`src/rtl/nd2nz_pkg.sv`:
```
package nd2nz_pkg;
  typedef enum logic [1:0] {
    ST_IDLE  = 2'd0,
    ST_LOAD  = 2'd1,
    ST_DRAIN = 2'd2
  } nd2nz_state_e;
endpackage

```
`src/rtl/nd2nz_buf.sv`:
```
module nd2nz_buf #(
  parameter int DATA_W = 8,
  parameter int DEPTH  = 64,
  localparam int AW    = $clog2(DEPTH)
) (
  input  logic              clk_i,
  input  logic              we_i,
  input  logic [AW-1:0]     waddr_i,
  input  logic [DATA_W-1:0] wdata_i,
  input  logic [AW-1:0]     raddr_i,
  output logic [DATA_W-1:0] rdata_o
);
  logic [DATA_W-1:0] mem_q [DEPTH];

  always_ff @(posedge clk_i) begin
    if (we_i) mem_q[waddr_i] <= wdata_i;
  end

  assign rdata_o = mem_q[raddr_i];
endmodule

```
`src/rtl/nd2nz_wr_ctr.sv`:
```
module nd2nz_wr_ctr #(
  parameter int RW = 4,
  parameter int CW = 4
) (
  input  logic          clk_i,
  input  logic          rst_ni,
  input  logic          step_i,
  input  logic [RW-1:0] rows_i,
  input  logic [CW-1:0] cols_i,
  output logic [RW-1:0] row_o,
  output logic [CW-1:0] col_o,
  output logic          last_o
);
  logic row_end, col_end;

  assign col_end = (col_o == cols_i - CW'(1));
  assign row_end = (row_o == rows_i - RW'(1));
  assign last_o  = row_end && col_end;

  always_ff @(posedge clk_i or negedge rst_ni) begin
    if (!rst_ni) begin
      row_o <= '0;
      col_o <= '0;
    end else if (step_i) begin
      if (col_end) begin
        col_o <= '0;
        row_o <= row_end ? '0 : row_o + RW'(1);
      end else begin
        col_o <= col_o + CW'(1);
      end
    end
  end
endmodule

```
`src/rtl/nd2nz_rd_gen.sv`:
```
module nd2nz_rd_gen #(
  parameter int FW  = 4,
  parameter int H0  = 2,
  parameter int W0  = 2,
  parameter int PRW = 4,
  parameter int PCW = 4,
  localparam int IW = $clog2(H0 + 1),
  localparam int JW = $clog2(W0 + 1)
) (
  input  logic           clk_i,
  input  logic           rst_ni,
  input  logic           step_i,
  input  logic [FW-1:0]  h1_i,
  input  logic [FW-1:0]  w1_i,
  output logic [PRW-1:0] row_o,
  output logic [PCW-1:0] col_o,
  output logic           last_o
);
  // jj innermost, then ii, then fractal row, then fractal column
  logic [JW-1:0] jj_q;
  logic [IW-1:0] ii_q;
  logic [FW-1:0] fr_q, fc_q;
  logic jj_end, ii_end, fr_end, fc_end;

  assign jj_end = (jj_q == JW'(W0 - 1));
  assign ii_end = (ii_q == IW'(H0 - 1));
  assign fr_end = (fr_q == h1_i - FW'(1));
  assign fc_end = (fc_q == w1_i - FW'(1));
  assign last_o = jj_end && ii_end && fr_end && fc_end;

  assign row_o = PRW'(32'(fr_q) * H0 + 32'(ii_q));
  assign col_o = PCW'(32'(fc_q) * W0 + 32'(jj_q));

  always_ff @(posedge clk_i or negedge rst_ni) begin
    if (!rst_ni) begin
      jj_q <= '0;
      ii_q <= '0;
      fr_q <= '0;
      fc_q <= '0;
    end else if (step_i) begin
      jj_q <= jj_end ? '0 : jj_q + JW'(1);
      if (jj_end) begin
        ii_q <= ii_end ? '0 : ii_q + IW'(1);
        if (ii_end) begin
          fr_q <= fr_end ? '0 : fr_q + FW'(1);
          if (fr_end) fc_q <= fc_end ? '0 : fc_q + FW'(1);
        end
      end
    end
  end
endmodule

```
`src/rtl/nd2nz_reorder.sv`:
```
module nd2nz_reorder #(
  parameter int DATA_W = 8,
  parameter int MAX_H  = 8,
  parameter int MAX_W  = 8,
  parameter int H0     = 2,
  parameter int W0     = 2,
  localparam int RW    = $clog2(MAX_H + 1),
  localparam int CW    = $clog2(MAX_W + 1)
) (
  input  logic              clk_i,
  input  logic              rst_ni,
  input  logic              start_i,
  input  logic [RW-1:0]     rows_i,
  input  logic [CW-1:0]     cols_i,
  input  logic              in_valid_i,
  input  logic [DATA_W-1:0] in_data_i,
  output logic              in_ready_o,
  output logic              out_valid_o,
  output logic [DATA_W-1:0] out_data_o,
  output logic              out_last_o,
  input  logic              out_ready_i,
  output logic              size_err_o
);
  import nd2nz_pkg::*;

  localparam int DEPTH = MAX_H * MAX_W;
  localparam int AW    = $clog2(DEPTH);
  localparam int FW    = $clog2(((MAX_H > MAX_W) ? MAX_H : MAX_W) + 1);
  localparam int PRW   = $clog2(MAX_H + H0);
  localparam int PCW   = $clog2(MAX_W + W0);

  nd2nz_state_e  state_q;
  logic [RW-1:0] rows_q;
  logic [CW-1:0] cols_q;
  logic [FW-1:0] h1_q, w1_q;
  logic          err_q;

  logic          size_bad, in_fire, out_fire;
  logic [RW-1:0] wr_row;
  logic [CW-1:0] wr_col;
  logic          wr_last;
  logic [PRW-1:0] rd_row;
  logic [PCW-1:0] rd_col;
  logic          rd_last, rd_pad;
  logic [AW-1:0] waddr, raddr;
  logic [DATA_W-1:0] rdata;

  assign size_bad = (rows_i == '0) || (cols_i == '0) ||
                    (32'(rows_i) > MAX_H) || (32'(cols_i) > MAX_W);

  assign in_ready_o  = (state_q == ST_LOAD);
  assign out_valid_o = (state_q == ST_DRAIN);
  assign in_fire     = in_ready_o && in_valid_i;
  assign out_fire    = out_valid_o && out_ready_i;
  assign size_err_o  = err_q;

  always_ff @(posedge clk_i or negedge rst_ni) begin
    if (!rst_ni) begin
      state_q <= ST_IDLE;
      rows_q  <= '0;
      cols_q  <= '0;
      h1_q    <= '0;
      w1_q    <= '0;
      err_q   <= 1'b0;
    end else begin
      err_q <= 1'b0;
      unique case (state_q)
        ST_IDLE: if (start_i) begin
          if (size_bad) begin
            err_q <= 1'b1;
          end else begin
            rows_q  <= rows_i;
            cols_q  <= cols_i;
            h1_q    <= FW'((32'(rows_i) + H0 - 1) / H0);
            w1_q    <= FW'((32'(cols_i) + W0 - 1) / W0);
            state_q <= ST_LOAD;
          end
        end
        ST_LOAD:  if (in_fire && wr_last) state_q <= ST_DRAIN;
        ST_DRAIN: if (out_fire && rd_last) state_q <= ST_IDLE;
        default:  state_q <= ST_IDLE;
      endcase
    end
  end

  nd2nz_wr_ctr #(.RW(RW), .CW(CW)) u_wr (
    .clk_i, .rst_ni,
    .step_i (in_fire),
    .rows_i (rows_q),
    .cols_i (cols_q),
    .row_o  (wr_row),
    .col_o  (wr_col),
    .last_o (wr_last)
  );

  nd2nz_rd_gen #(.FW(FW), .H0(H0), .W0(W0), .PRW(PRW), .PCW(PCW)) u_rd (
    .clk_i, .rst_ni,
    .step_i (out_fire),
    .h1_i   (h1_q),
    .w1_i   (w1_q),
    .row_o  (rd_row),
    .col_o  (rd_col),
    .last_o (rd_last)
  );

  assign waddr  = AW'(32'(wr_row) * MAX_W + 32'(wr_col));
  assign rd_pad = (32'(rd_row) >= 32'(rows_q)) || (32'(rd_col) >= 32'(cols_q));
  assign raddr  = rd_pad ? '0 : AW'(32'(rd_row) * MAX_W + 32'(rd_col));

  nd2nz_buf #(.DATA_W(DATA_W), .DEPTH(DEPTH)) u_buf (
    .clk_i,
    .we_i    (in_fire),
    .waddr_i (waddr),
    .wdata_i (in_data_i),
    .raddr_i (raddr),
    .rdata_o (rdata)
  );

  assign out_data_o = rd_pad ? '0 : rdata;
  assign out_last_o = out_valid_o && rd_last;
endmodule

```
`config.mk`:
```
export PLATFORM = sky130hd
export DESIGN_NAME = nd2nz_reorder
export DESIGN_NICKNAME = d
export VERILOG_FILES = /design/src/rtl/nd2nz_pkg.sv /design/src/rtl/nd2nz_buf.sv /design/src/rtl/nd2nz_wr_ctr.sv /design/src/rtl/nd2nz_rd_gen.sv /design/src/rtl/nd2nz_reorder.sv
export SDC_FILE = /design/constraint.sdc
export NUM_CORES = 1
export LEC_CHECK = 0
export BUFFER_PORTS_ARGS = -buffer_cell sky130_fd_sc_hd__buf_2
export CAP_MARGIN = 20
export CORE_MARGIN = 2
export CORE_UTILIZATION = 63
export DETAILED_ROUTE_END_ITERATION = 12
export GPL_TIMING_DRIVEN = 0
export PLACE_DENSITY = 0.8
export SETUP_SLACK_MARGIN = 0.2
export SLEW_MARGIN = 30
export SYNTH_ARGS = -nofsm -noshare
export SYNTH_HDL_FRONTEND = slang
export SYNTH_SLANG_ARGS = --single-unit
```
`constraint.sdc`:
```
create_clock -name clk_i -period 5.1 [get_ports clk_i]
set_clock_uncertainty 0.1 [all_clocks]
set_input_delay 0.51 -clock clk_i [delete_from_list [all_inputs] [get_ports clk_i]]
set_output_delay 0.51 -clock clk_i [all_outputs]
set_load 0.02 [all_outputs]
```
==> flow_summary_export.csv, run 1 <==
group,metric,value,unit
clocking,cts_tree,"done",
drt,drt_iter0_drc,3003,
synth,synth_area,0.0238,mm2
synth,synth_edf_count,512,
layout,areaGrowthSynthToFinish,17.0,%
synth,avgSynthCellArea,14.3,um2
timing,setup_viol,0,
synth,synth_simple_gate_area_share,0.0773,
placed_design,dp_hpwl,47.4,mm
drt,drcViolationCount,0,
synth,yosysMostFrequentCell,"edfxtp_1",
layout,fillers,2173,
timing,max_freq,200,MHz
timing,maxSlewHeadroom,0.246,
synth,synth-compound-area-share,0.134,
synth,synthesis.nets,1714,
clocking,clock_latency,600,ps
floorplanning,dieWidth,198,um
timing,fin_crit_sh,0.980,
drt,wl,73.5,mm
run_status,run_status,"complete, no violations",
drt,ant_nets,0,
clocking,cts_max_path_buffers,3,
pwr,power.density,542,mW/mm2
synth,yosys.area.top_type,"edfxtp_1",
grt,antenna_found_initial,1,
pwr,leakagePower,8.99,nW
timing,hold_viol_final,0,
synth,synth_top_cells_by_count,"edfxtp_1, nor2_1, nand2_1",
synth,yosysWarningCount,0,
floorplanning,core-area,0.0374,mm2
floorplanning,rows,71,
synth,synthTopCellsByArea,"edfxtp_1, dfrtp_1, mux2i_1",
synth,ys_ff_latch,551,
timing,min_period,5000,ps
placed_design,io_buffers,32,
placed_design,routabilityCongestion,1.03,
setup_path,critPathKind,"reg -> out",
synth,yosysUniqueCellTypes,73,
clocking,numCtsBuffers,52,
synth,synth.mux.area_fraction,0.0449,
timing,final-max-slew-violation-count,0,
timing,grt_setup_unrepaired,"yes",
timing,worst_slew_pin_slew,1130,ps
pwr,power,15.1,mW
timing,setup_slack,99.7,ps
setup_path,worst_setup_path_start_kind,"register",
pwr,vdd_drop_max,0.000700,V
floorplanning,pin_count,33,
setup_path,path_max_fanout,10,
synth,synth_top_area_frac,0.646,
layout,final_layout_size_suffix_gt1_frac,0.208,
layout,finalNetCount,1833,
worst_hold_path,hp-class,"in -> reg",
layout,fin_util,0.744,
clocking,cts-root-buf,"clkbuf_16",
synth,synth_fa_ha_area_frac,0.0147,
grt,grt.total_usage,0.377,
placed_design,dp.cells,2208,
drt,drt-wirelength-per-cell,31.5,um
timing,whs,66.7,ps
synth,synthXorXnorAreaFrac,0.0147,
synth,synth_top_family_by_area,"compound AO/OA/AOI/OAI gates",
synth,ys.flop_type,"edfxtp_1",
setup_path,arrival,4390,ps
grt,globalRouteOverflowTotal,0,
setup_path,endpoint_kind,"output pin",
floorplanning,initial_core_util,0.636,
clocking,clkSinkCount,551,
drt,via_per_inst,7.27,
setup_path,worstPathRequired,4490,ps
placed_design,dp_slack,-1090,ps
floorplanning,dieArea,0.0393,mm2
drt,drtPass1Iterations,8,
synth,synth_cells,1665,
floorplanning,die_h,198,um
drt,vias,16965,
grt,grt_pass1_wl,105,mm
clocking,htree_levels,2,
grt,grt_pass1_vias,16452,
layout,final_cells,2335,
grt,grt_max_degree,65,
clocking,clk_pin_slew,60,ps
run,cap_viol_max_count,0,
synth,seq_area_frac_synth,0.688,
layout,diodes,0,
synth,async_flop_share,0.0708,
[cells by family (layout without fill, tap and decap cells)]
family                   Yosys count  in the layout
adder cells (fa/ha/maj)           28             28
AO/OA/AOI/OAI                    423            423
flip-flops                       551            551
AND/OR/NAND/NOR                  379            379
buffers and inverters            151            310
multiplexers                      93             93
XOR/XNOR                          40             40
[where the power goes]
part / switching (mW) / leakage, nW / internal (mW)
clock: 1.68 / 0.782 / 2.06
combinational: 3.93 / 3.11 / 2.12
sequential: 0.126 / 5.09 / 5.17
total: 5.73 / 8.99 / 9.35
[routing by layer]
| metal | wire, um | share of wire | GRT usage |
|---|---|---|---|
| met3 | 11100 | 0.15 | 0.102 |
| met4 | 4960 | 0.068 | 0.218 |
| met1 | 24900 | 0.34 | 0.496 |
| met2 | 32500 | 0.44 | 0.573 |
| met5 | 8 | 0.00011 | 0 |
[final timing paths]
path	from	to	slack [ps]	cells after the start
setup / recovery	u_rd.jj_q[0]$_DFFE_PN0P_	out_data_o[6]	100	15
hold / removal	start_i	size_err_o$_DFF_PN0_	70	3
min in group asynchronous	rst_ni	u_wr.col_o[1]$_DFFE_PN0P_	320	2
setup reg to reg	state_q[1]$_DFFE_PN0P_	u_buf.mem_q[39][4]$_DFFE_PP_	1540	5
max in group asynchronous	rst_ni	u_rd.fr_q[0]$_DFFE_PN0P_	4170	2
hold reg to reg	w1_q[3]$_DFFE_PN0P_	w1_q[3]$_DFFE_PN0P_	420	1
[per-stage QoR]
stage                     cell area, um2  setup TNS, ps
after global placement             24600          -6780
after global routing               27800              0
after CTS                          27300              0
after detailed placement           24600          -7600
after floorplan                    23800              0
final                              27800              0
[critical path, cell delays in order, from the launching register on]
cell and delay (ps):
dfrtp_1 370, buf_8 140, inv_6 60, buf_12 120, clkbuf_16 160, ha_1 270, or3b_4 400, o2111ai_2 170
buf_4 240, and3_1 260, clkbuf_4 270, o21ai_0 130, o311ai_1 400, o2111ai_1 280, o2bb2ai_2 330, buf_4 200
[area by class of cell]
class / instances / area, um2 / share of cell area
Sequential cell: 551 / 16400 / 0.588
Tap cell: 511 / 639 / 0.0230
Multi-Input combinational cell: 963 / 7750 / 0.278
Clock buffer: 68 / 1410 / 0.0508
Buffer: 117 / 811 / 0.0291
Inverter: 34 / 133 / 0.00477
Timing Repair Buffer: 65 / 522 / 0.0188
Clock inverter: 26 / 206 / 0.00742
[cell usage in the layout (no fill, tap or decap), types with 25 or more instances in the layout]
cell | synthesis | final
edfxtp_1 | 512 | 512
o21ai_0 | 60 | 51
a211oi_1 | 68 | 63
nor2b_1 | 33 | 33
xnor2_1 | 26 | 25
clkbuf_1 | 67 | 42
a21oi_1 | 44 | 42
o31ai_1 | 47 | 36
nor2_1 | 126 | 117
nand4_1 | 28 | 28
buf_2 | 28 | 31
buf_4 | 4 | 50
nand2_1 | 81 | 80
mux2i_1 | 52 | 52
mux2_2 | 25 | 26
inv_1 | 33 | 33
clkbuf_16 | 0 | 55
dfrtp_1 | 39 | 37
[sequential cells by signal, indices dropped and copies added (netlist names)]
| signal | cells |
|---|---|
| state_q | 2 |
| u_wr.col_o | 4 |
| rows_q | 4 |
| u_rd.jj_q | 2 |
| size_err_o | 1 |
| h1_q | 4 |
| u_rd.fr_q | 4 |
| u_rd.ii_q | 2 |
| u_buf.mem_q | 512 |
| cols_q | 4 |
| w1_q | 4 |
| u_wr.row_o | 4 |
| u_rd.fc_q | 4 |
[what timing repair did]
action	CTS	global route
resized for setup	211	108
hold buffers	1	0
pin swaps	27	36
gates cloned	0	2
endpoints found under the hold margin	39	0
endpoints found under the setup margin	9	8
setup buffers	19	11
Note: power is estimated with default switching activity, not from simulation.
==> inputs of run 2 (changes only) <==
--- a/config.mk
+++ b/config.mk
@@ -11,7 +11,7 @@
 export CORE_UTILIZATION = 63
 export DETAILED_ROUTE_END_ITERATION = 12
 export GPL_TIMING_DRIVEN = 0
-export PLACE_DENSITY = 0.8
+export PLACE_DENSITY_LB_ADDON = 0.08
 export SETUP_SLACK_MARGIN = 0.2
 export SLEW_MARGIN = 30
 export SYNTH_ARGS = -nofsm -noshare
==> run 2 against run 1 <==
Against the previous run:
- hold slack got worse by 29 ps
- sequential share of layout area decreased by 0.55 points
- count of clock-buffer cells in the layout decreased by 2
- non-clock buffer count increased by 8
- critical path depth unchanged
==> flow_summary_export.csv, run 2 (synthesis results as in run 1) <==
group,metric,value,unit
setup_path,worst_setup_path_start_kind,"register",
setup_path,endpoint,"out_data_o[0]",
timing,hold_viol_final,0,
floorplanning,dieArea,0.0393,mm2
drt,drcViolationCount,0,
clocking,numCtsBuffers,54,
setup_path,path_buf_inv,7,
grt,antenna_found_initial,1,
timing,grt_setup_unrepaired,"yes",
setup_path,rrSetupSlack,1500,ps
clocking,clk_pin_slew,60,ps
timing,max_freq,202,MHz
worst_hold_path,whs_path_depth,3,
clocking,cts-root-buf,"clkbuf_16",
layout,areaGrowthSynthToFinish,18.1,%
setup_path,slowest_delay,410,ps
setup_path,cp-startpoint,"u_rd.jj_q[0]$_DFFE_PN0P_",
layout,final_cell_mix,"edfxtp_1, nor2_1, nand2_1, a211oi_1, clkbuf_16",
placed_design,io_buffers,32,
pwr,power.density,552,mW/mm2
drt,drtPass1Iterations,8,
drt,ant_nets,0,
timing,fin_crit_sh,0.971,
worst_hold_path,hp-class,"in -> reg",
setup_path,cp_cell_sequence,"buf_8, inv_6, buf_8, clkbuf_16, ha_1, or3b_4, o2111a_1, buf_6, clkbuf_2, o31ai_1, a21oi_1, a2111oi_4, o22ai_2, a32o_2, buf_4",
run,cap_viol_max_count,0,
pwr,leakagePower,9.16,nW
placed_design,dp_hpwl,46.5,mm
pwr,power_frac_seq,0.342,
timing,final-max-slew-violation-count,0,
grt,grt_pass1_vias,15888,
setup_path,worst-path-stages,15,
clocking,htree_levels,2,
floorplanning,pin_count,33,
floorplanning,initial_core_util,0.636,
timing,setup_viol,0,
layout,finalNetCount,1844,
floorplanning,core-area,0.0374,mm2
setup_path,r2r_start,"state_q[0]$_DFFE_PN0P_",
clocking,clock_latency,600,ps
drt,wl,73.6,mm
pwr,combPwrFrac,0.392,
setup_path,timing.rr.end,"u_buf.mem_q[23][2]$_DFFE_PP_",
floorplanning,rows,71,
drt,vias,16697,
grt,grt.total_usage,0.377,
setup_path,reg2reg_depth,5,
timing,min_period,4950,ps
drt,via_per_inst,7.11,
pwr,switching_power,5.77,mW
pwr,vdd_drop_max,0.000584,V
pwr,power_frac_clock,0.267,
layout,fin_util,0.751,
setup_path,critPathKind,"reg -> out",
setup_path,path_max_fanout,10,
setup_path,crit_top_cell,"buf_8",
setup_path,arrival,4340,ps
grt,globalRouteOverflowTotal,0,
timing,finalSetupTns,0,ps
drt,drt-wirelength-per-cell,31.3,um
setup_path,path_delay_family,"compound AO/OA/AOI/OAI gates",
clocking,cts_max_path_buffers,3,
placed_design,routabilityCongestion,1.04,
setup_path,worst_path_max_delay_cell,"or3b_4",
layout,top_register,"u_buf.mem_q",
floorplanning,die_h,198,um
pwr,swShare,0.372,
floorplanning,dieWidth,198,um
layout,largest_reg_flops,512,
layout,final_common_cell,"edfxtp_1",
timing,worst_slew_pin_slew,1080,ps
setup_path,worstPathRequired,4490,ps
drt,drt_iter0_drc,2548,
setup_path,endpoint_kind,"output pin",
grt,grt_max_degree,65,
grt,grt_pass1_wl,105,mm
clocking,clkSinkCount,551,
clocking,cts_tree,"done",
timing,maxSlewHeadroom,0.276,
pwr,p_int,9.75,mW
run_status,run_status,"complete, no violations",
layout,final_layout_size_suffix_gt1_frac,0.212,
==> run 2: changes by cell type in the layout (fill, tap and decap cells not counted), sizes merged, moves of 2 or more <==
cell,previous run,this run
clkinvlp,5,3
clkbuf,137,131
buf,110,122
bufinv,2,9
==> run 2: worst min-delay path, cell delays in order <==
cell	delay, ps
buf_2	110
nand2_1	50
a21oi_1	30
==> run 2: power by group through the flow <==
| stage | combinational [mW] | clock [mW] | sequential, mW |
|---|---|---|---|
| 4_1_cts | 5.57 | 4.12 | 5.30 |
| 3_3_place_gp | 4.27 | 0 | 5.38 |
| 3_5_place_dp | 4.37 | 0 | 5.39 |
| 2_1_floorplan | 2.64 | 0 | 5.34 |
| 6_report | 6.08 | 4.14 | 5.30 |
| 5_1_grt | 6.20 | 4.29 | 5.32 |
==> run 2: metrics by stage <==
step,area [um2],power [mW],instances,hold slack (ps),setup slack (ps)
after floorplan,23800,7.98,1665,114,875
after global placement,24600,9.66,2208,393,-1290
after detailed placement,24600,9.76,2208,397,-1200
after CTS,27800,15.0,2339,18.3,194
after global routing,28100,15.8,2348,66.1,149
final,28100,15.5,2349,37.6,148
==> run 2: layer usage <==
layer  vias to the layer above  share of wire  GRT usage
met5                         -              0          0
met4                         0          0.061      0.199
met3                       290           0.14      0.111
met2                      1391           0.44      0.556
met1                      8131           0.36      0.511
li1                       6885              -          -
==> run 2: how the worst min path moves through the flow <==
stage / start / endpoint / slack, ps
after floorplan: rst_ni / cols_q[0]$_DFFE_PN0P_ / 110
after global placement: h1_q[3]$_DFFE_PN0P_ / h1_q[3]$_DFFE_PN0P_ / 390
after detailed placement: w1_q[3]$_DFFE_PN0P_ / w1_q[3]$_DFFE_PN0P_ / 400
after CTS: start_i / size_err_o$_DFF_PN0_ / 20
after global routing: start_i / size_err_o$_DFF_PN0_ / 70
final: start_i / size_err_o$_DFF_PN0_ / 40
==> run 2: area by class of cell <==
type                       count  area [um2]
multi-input combinational    964        7740
clock buffer                  66        1420
fill                        2243        9310
antenna                        1        2.50
tap                          511         639
timing repair buffer          73         616
sequential                   551       16400
buffer                       117         786
inverter                      34         133
clock inverter                32         398
==> run 2: repair_timing <==
item | 4_1_cts | 5_1_grt
setup endpoints to repair | 8 | 8
resized for setup | 239 | 57
pin swaps | 45 | 25
hold buffers | 1 | 0
cloned | 2 | 0
hold endpoints to repair | 39 | 0
buffers inserted | 30 | 9
